==> config.mk <==
export PLATFORM = sky130hd
export DESIGN_NAME = hv8_core
export DESIGN_NICKNAME = d
export VERILOG_FILES = /design/src/rtl/hv8_pkg.sv /design/src/rtl/hv8_decode.sv /design/src/rtl/hv8_alu.sv /design/src/rtl/hv8_branch.sv /design/src/rtl/hv8_core.sv
export SDC_FILE = /design/constraint.sdc
export NUM_CORES = 1
export LEC_CHECK = 0
export ABC_AREA = 1
export BUFFER_PORTS_ARGS = -buffer_cell sky130_fd_sc_hd__buf_4
export CAP_MARGIN = 20
export CORE_MARGIN = 1.5
export CORE_UTILIZATION = 45
export DETAILED_ROUTE_END_ITERATION = 8
export GPL_TIMING_DRIVEN = 0
export PLACE_DENSITY = 0.73
export RECOVER_POWER = 100
export SLEW_MARGIN = 25
export SYNTH_ARGS = -nofsm -noshare
export SYNTH_HDL_FRONTEND = slang
export SYNTH_SLANG_ARGS = --single-unit
==> constraint.sdc <==
create_clock -name clk -period 3.9 [get_ports clk]
set_clock_uncertainty 0.15 [all_clocks]
set_input_delay 1.17 -clock clk [delete_from_list [all_inputs] [get_ports clk]]
set_output_delay 1.17 -clock clk [all_outputs]
set_load 0.02 [all_outputs]
==> src/rtl/hv8_pkg.sv <==
// Shared encodings for the 8-bit Harvard execute core.
// Assumes the opcode layout: bits 7:5 operation, 4:2 mode, 1:0 operand source.
package hv8_pkg;
    localparam int OP_W = 8;

    typedef enum logic [2:0] {
        GRP_LD  = 3'd0,
        GRP_AND = 3'd1,
        GRP_OR  = 3'd2,
        GRP_XOR = 3'd3,
        GRP_ADD = 3'd4,
        GRP_SUB = 3'd5,
        GRP_ST  = 3'd6,
        GRP_JMP = 3'd7
    } grp_e;

    typedef enum logic [1:0] {
        SRC_IMM = 2'd0,
        SRC_MEM = 2'd1,
        SRC_AC  = 2'd2,
        SRC_IN  = 2'd3
    } src_e;

    typedef enum logic [2:0] {
        DST_NONE = 3'd0,
        DST_AC   = 3'd1,
        DST_X    = 3'd2,
        DST_Y    = 3'd3,
        DST_OUT  = 3'd4
    } dst_e;

    typedef enum logic [1:0] {
        AM_Z_IMM = 2'd0,
        AM_Z_X   = 2'd1,
        AM_Y_IMM = 2'd2,
        AM_Y_X   = 2'd3
    } am_e;

    typedef struct packed {
        grp_e       grp;
        src_e       src;
        dst_e       dst;
        am_e        am;
        logic       x_inc;
        logic       mem_wr;
        logic       is_jmp;
        logic [2:0] cond;
    } dec_t;
endpackage

==> src/rtl/hv8_decode.sv <==
// Opcode decoder: splits the opcode byte into operation, addressing,
// destination and source controls. Purely combinational.
// Assumes a store with the memory source is a full no-op.
module hv8_decode
    import hv8_pkg::*;
(
    input  logic [OP_W-1:0] op_i,
    output dec_t            dec_o
);
    logic [2:0] mode;
    logic       jmp;
    logic       st;
    logic       nop;

    assign mode = op_i[4:2];
    assign jmp  = (op_i[7:5] == 3'b111);
    assign st   = (op_i[7:5] == 3'b110);
    assign nop  = st && (op_i[1:0] == 2'b01);

    // Build the control word from the three opcode fields.
    always_comb begin
        dec_o        = '0;
        dec_o.grp    = grp_e'(op_i[7:5]);
        dec_o.src    = src_e'(op_i[1:0]);
        dec_o.is_jmp = jmp;
        dec_o.cond   = mode;
        dec_o.mem_wr = st && !nop;
        dec_o.x_inc  = !jmp && !nop && (mode == 3'd7);
        if (jmp) begin
            dec_o.am = AM_Z_IMM;
        end else begin
            case (mode)
                3'd1:        dec_o.am = AM_Z_X;
                3'd2:        dec_o.am = AM_Y_IMM;
                3'd3, 3'd7:  dec_o.am = AM_Y_X;
                default:     dec_o.am = AM_Z_IMM;
            endcase
        end
        if (jmp || nop) begin
            dec_o.dst = DST_NONE;
        end else begin
            case (mode)
                3'd4:        dec_o.dst = DST_X;
                3'd5:        dec_o.dst = DST_Y;
                3'd6, 3'd7:  dec_o.dst = st ? DST_NONE : DST_OUT;
                default:     dec_o.dst = st ? DST_NONE : DST_AC;
            endcase
        end
    end
endmodule

==> src/rtl/hv8_alu.sv <==
// Byte ALU: load, AND, OR, XOR, add and subtract, all modulo 2^W.
// Assumes store and branch groups ignore the result (they pass B).
module hv8_alu
    import hv8_pkg::*;
#(
    parameter int W = 8
) (
    input  grp_e         grp_i,
    input  logic [W-1:0] a_i,
    input  logic [W-1:0] b_i,
    output logic [W-1:0] y_o
);
    // Select the result of the operation group.
    always_comb begin
        case (grp_i)
            GRP_AND: y_o = a_i & b_i;
            GRP_OR:  y_o = a_i | b_i;
            GRP_XOR: y_o = a_i ^ b_i;
            GRP_ADD: y_o = a_i + b_i;
            GRP_SUB: y_o = a_i - b_i;
            default: y_o = b_i;
        endcase
    end
endmodule

==> src/rtl/hv8_branch.sv <==
// Next program counter: sequential step, far jump via the page register,
// or in-page branch on a signed test of the accumulator against zero.
// Assumes no delay slot: the target is the very next instruction.
module hv8_branch #(
    parameter int W = 8
) (
    input  logic           is_jmp_i,
    input  logic [2:0]     cond_i,
    input  logic [W-1:0]   ac_i,
    input  logic [W-1:0]   page_i,
    input  logic [W-1:0]   target_i,
    input  logic [2*W-1:0] pc_i,
    output logic [2*W-1:0] pc_nxt_o
);
    logic           neg;
    logic           zero;
    logic           taken;
    logic [2*W-1:0] pc_inc;

    assign neg    = ac_i[W-1];
    assign zero   = (ac_i == '0);
    assign pc_inc = pc_i + 1'b1;

    // Evaluate the branch condition selected by the mode field.
    always_comb begin
        case (cond_i)
            3'd1:    taken = !neg && !zero;
            3'd2:    taken = neg;
            3'd3:    taken = !zero;
            3'd4:    taken = zero;
            3'd5:    taken = !neg;
            3'd6:    taken = neg || zero;
            default: taken = 1'b1;
        endcase
    end

    // Pick the next program counter value.
    always_comb begin
        if (!is_jmp_i || !taken) begin
            pc_nxt_o = pc_inc;
        end else if (cond_i == 3'd0) begin
            pc_nxt_o = {page_i, target_i};
        end else begin
            pc_nxt_o = {pc_inc[2*W-1:W], target_i};
        end
    end
endmodule

==> src/rtl/hv8_core.sv <==
// Single-cycle execute core of an 8-bit Harvard processor. Decodes the
// opcode, forms the data address and operand, runs the ALU or store, and
// updates the registers and program counter on each rising edge.
// Assumes data memory reads combinationally and writes on the clock edge.
module hv8_core
    import hv8_pkg::*;
#(
    parameter int DATA_W = 8
) (
    input  logic                  clk,
    input  logic                  rst_n,
    input  logic [7:0]            op_i,
    input  logic [DATA_W-1:0]     imm_i,
    input  logic [DATA_W-1:0]     in_i,
    input  logic [DATA_W-1:0]     rdata_i,
    output logic [2*DATA_W-1:0]   addr_o,
    output logic [DATA_W-1:0]     wdata_o,
    output logic                  we_o,
    output logic [2*DATA_W-1:0]   pc_o,
    output logic [DATA_W-1:0]     ac_o,
    output logic [DATA_W-1:0]     x_o,
    output logic [DATA_W-1:0]     y_o,
    output logic [DATA_W-1:0]     out_o
);
    localparam int ADDR_W = 2 * DATA_W;

    dec_t              dec;
    logic [DATA_W-1:0] bus;
    logic [DATA_W-1:0] alu_y;
    logic [DATA_W-1:0] wr_val;
    logic [ADDR_W-1:0] pc_nxt;
    logic [ADDR_W-1:0] pc_q;
    logic [DATA_W-1:0] ac_q;
    logic [DATA_W-1:0] x_q;
    logic [DATA_W-1:0] y_q;
    logic [DATA_W-1:0] out_q;

    hv8_decode u_dec (
        .op_i  (op_i),
        .dec_o (dec)
    );

    // Form the data-memory address from the addressing mode.
    always_comb begin
        case (dec.am)
            AM_Z_X:   addr_o = {{DATA_W{1'b0}}, x_q};
            AM_Y_IMM: addr_o = {y_q, imm_i};
            AM_Y_X:   addr_o = {y_q, x_q};
            default:  addr_o = {{DATA_W{1'b0}}, imm_i};
        endcase
    end

    // Select the operand on the internal bus.
    always_comb begin
        case (dec.src)
            SRC_MEM: bus = rdata_i;
            SRC_AC:  bus = ac_q;
            SRC_IN:  bus = in_i;
            default: bus = imm_i;
        endcase
    end

    hv8_alu #(.W(DATA_W)) u_alu (
        .grp_i (dec.grp),
        .a_i   (ac_q),
        .b_i   (bus),
        .y_o   (alu_y)
    );

    hv8_branch #(.W(DATA_W)) u_br (
        .is_jmp_i (dec.is_jmp),
        .cond_i   (dec.cond),
        .ac_i     (ac_q),
        .page_i   (y_q),
        .target_i (bus),
        .pc_i     (pc_q),
        .pc_nxt_o (pc_nxt)
    );

    assign wr_val  = (dec.grp == GRP_ST) ? ac_q : alu_y;
    assign we_o    = dec.mem_wr;
    assign wdata_o = bus;

    // Register update: reset, program counter, destination and X step.
    always_ff @(posedge clk) begin
        if (!rst_n) begin
            pc_q  <= '0;
            ac_q  <= '0;
            x_q   <= '0;
            y_q   <= '0;
            out_q <= '0;
        end else begin
            pc_q <= pc_nxt;
            case (dec.dst)
                DST_AC:  ac_q  <= wr_val;
                DST_X:   x_q   <= wr_val;
                DST_Y:   y_q   <= wr_val;
                DST_OUT: out_q <= wr_val;
                default: ;
            endcase
            if (dec.x_inc) begin
                x_q <= x_q + 1'b1;
            end
        end
    end

    assign pc_o  = pc_q;
    assign ac_o  = ac_q;
    assign x_o   = x_q;
    assign y_o   = y_q;
    assign out_o = out_q;
endmodule

==> impl_metrics.tcl <==
set metrics [dict create \
    timing_worst_setup_path_type "in2reg" \
    ys_types 41 \
    slew_headroom 0.512 \
    yosys.area.top_type "dfxtp_1" \
    placed_area_mm2 0.00475 \
    stdcell_area_mm2 0.00500 \
    drv_cap 0 \
    clk_path_buf_depth 2 \
    grt_overflow_total 0 \
    yosysWarningCount 0 \
    dieHeight_um 94.8 \
    track_usage 0.269 \
    finalNetCount 771 \
    fp.coreArea_mm2 0.00818 \
    n_antenna_cell 0 \
    synth_ff_type "dfxtp_1" \
    die_w_um 94.8 \
    cts_made_buffers 5 \
    numClockSinks 48 \
    clkTransAtPathRegs_ns 0.10 \
    vias 4315 \
    clock_latency_ns 0.32 \
    syn-num-nets 646 \
    post-route-drc-count 0 \
    netlist.area_leader.share 0.253 \
    synth_cells 585 \
    yosysMostFrequentCell "inv_1" \
    fin_ws_ns 0.0821 \
    viasPerCell 5.29 \
    hold_viol_final 0 \
    hpwlAfterDp_um 9290 \
    grt_pass1_wl_um 18900 \
    regArea_um2 961 \
    whs_ns 0.368 \
    status "completed" \
    io_buffers 105 \
    drive_gt1_frac 0.219 \
    irDropWorstVdd_mv 0.156 \
    async_flop_share 0 \
    max_freq_mhz 262 \
    synth-seq-cells 48 \
    die_area_mm2 0.00899 \
    yosysSeqAreaShare 0.253 \
    finalWeightedCongestion 0.912 \
    dr.pass1.iters 6 \
    fin_crit_ns 3.82 \
    grt_max_degree 16 \
    syn_to_final_growth_pct 31.8 \
    io_pins 107 \
    dp_worst_setup_slack_ns -0.670 \
    synth_common_cells "inv_1, nand2_1, nor2_1, o21ai_0, dfxtp_1" \
    clk_root_buffer_cell "clkbuf_8" \
    initial_core_util 0.464 \
    arrival_ns 3.89 \
    worst_setup_path_start_kind "input port" \
    drv_slew 0 \
    synthTopCellsByArea "dfxtp_1, inv_1, ha_1" \
    min_period_over_period 0.979 \
    wl_um 12400 \
    drtAntennaViolNets 0 \
    p_per_area_mw_per_mm2 321 \
    endpoint_kind "register" \
    worstMarginPinSlew_ns 0.725 \
    cts_hold_buf 0 \
    setup_viol 0 \
    cp_max_fo 7 \
    p_leak_nw 2.43 \
    multi_input_area_mm2 0.00252 \
    hold_class "reg2reg" \
    drt_first_iter_violations 256 \
    row_count 33 \
    cts_tree "built" \
    grt_pass1_vias 3948 \
    syn_avg_cell_area_um2 6.49 \
    wl_per_cell_um 15.1 \
    fillers 806 \
    antenna_found_initial 0 \
    synth_area_mm2 0.00379 \
    grt_setup_unrepaired "yes" \
    cts_htree_levels 2 \
    synth-edff-count 0 \
    critPathRequiredTime_ns 3.97 \
]
-- logic make-up after synthesis --
logic type / after synthesis / synth area share
adder cells (fa/ha/maj): 27 / 0.0910
AO/OA/AOI/OAI: 143 / 0.208
AND/OR/NAND/NOR: 216 / 0.264
buffers and inverters: 130 / 0.135
XOR/XNOR: 21 / 0.0485
flip-flops: 48 / 0.253
-- sequential cells by signal, indices dropped and copies added (netlist names) --
register	cells
y_o	8
x_o	8
ac_o	8
pc_o	16
out_o	8
-- cell usage in the layout, fill, tap and decap left out, types with 14 or more instances in the layout --
master | netlist | final
nor2_1 | 57 | 53
clkbuf_1 | 9 | 54
o21ai_1 | 9 | 17
nand3_1 | 47 | 41
ha_1 | 26 | 23
inv_1 | 105 | 101
a21oi_1 | 47 | 40
dfxtp_1 | 48 | 48
o21ai_0 | 56 | 42
buf_4 | 2 | 71
inv_2 | 11 | 14
nand2_1 | 80 | 76
xor2_1 | 17 | 17
-- final cells by class --
class / count / area share
clock inverter: 2 / 0.00775
timing repair buffer: 118 / 0.147
sequential: 48 / 0.192
buffer: 14 / 0.0190
tap: 105 / 0.0263
multi-input combinational: 407 / 0.504
inverter: 116 / 0.0875
clock buffer: 6 / 0.0165
-- layer usage --
metal | wire (um) | global-route usage | vias to the layer above
li1 | - | - | 2153
met1 | 5350 | 0.344 | 1970
met2 | 5860 | 0.470 | 167
met3 | 909 | 0.0370 | 25
met4 | 242 | 0.0759 | 0
met5 | 0 | 0 | -
-- metrics by stage --
stage	cells	utilization	power, W	setup TNS [ns]
2_1_floorplan	585	-	0.000939	-0.00633
3_3_place_gp	795	0.581	0.00114	-11.04
3_5_place_dp	795	0.581	0.00115	-12.40
4_1_cts	809	0.606	0.00156	0
5_1_grt	816	0.612	0.00169	-0.147
6_report	816	0.612	0.00160	0
-- worst max-delay path: stages --
cell       delay [ns]
buf_6            0.10
inv_2            0.04
buf_6            0.13
o21ai_2          0.14
nand3_2          0.11
nand2_4          0.11
ha_4             0.20
or2_4            0.23
o21ai_4          0.07
inv_2            0.05
fa_2             0.33
inv_2            0.08
a21oi_2          0.06
o21ai_2          0.16
nand2_1          0.06
nand2_1          0.06
nand2_1          0.06
nand2_2          0.08
a21oi_2          0.05
o21ai_2          0.09
o2111ai_2        0.14
nand2_2          0.17
nand3_1          0.10
nand2_1          0.08
inv_1            0.03
-- report_power, final --
group	internal, W	switching [W]
clock network	0.000210	0.000183
registers	0.000520	0.0000384
logic	0.000248	0.000406
-- final timing paths --
check / from / end / slack [ns] / cells after the start
max: op_i[0] / ac_o[6] / 0.08 / 25
min: y_o[0] / pc_o[8] / 0.37 / 2
max reg2reg: ac_o[0] / ac_o[6] / 0.66 / 22
min reg2reg: y_o[0] / pc_o[8] / 0.37 / 2
-- timing repair --
item / in CTS / in global routing
cloned: 0 / 1
gates resized for setup: 17 / 39
buffers inserted: 6 / 6
pin swaps: 9 / 18
setup endpoints to repair: 24 / 30
No activity file was read; power rests on OpenSTA's default activity.
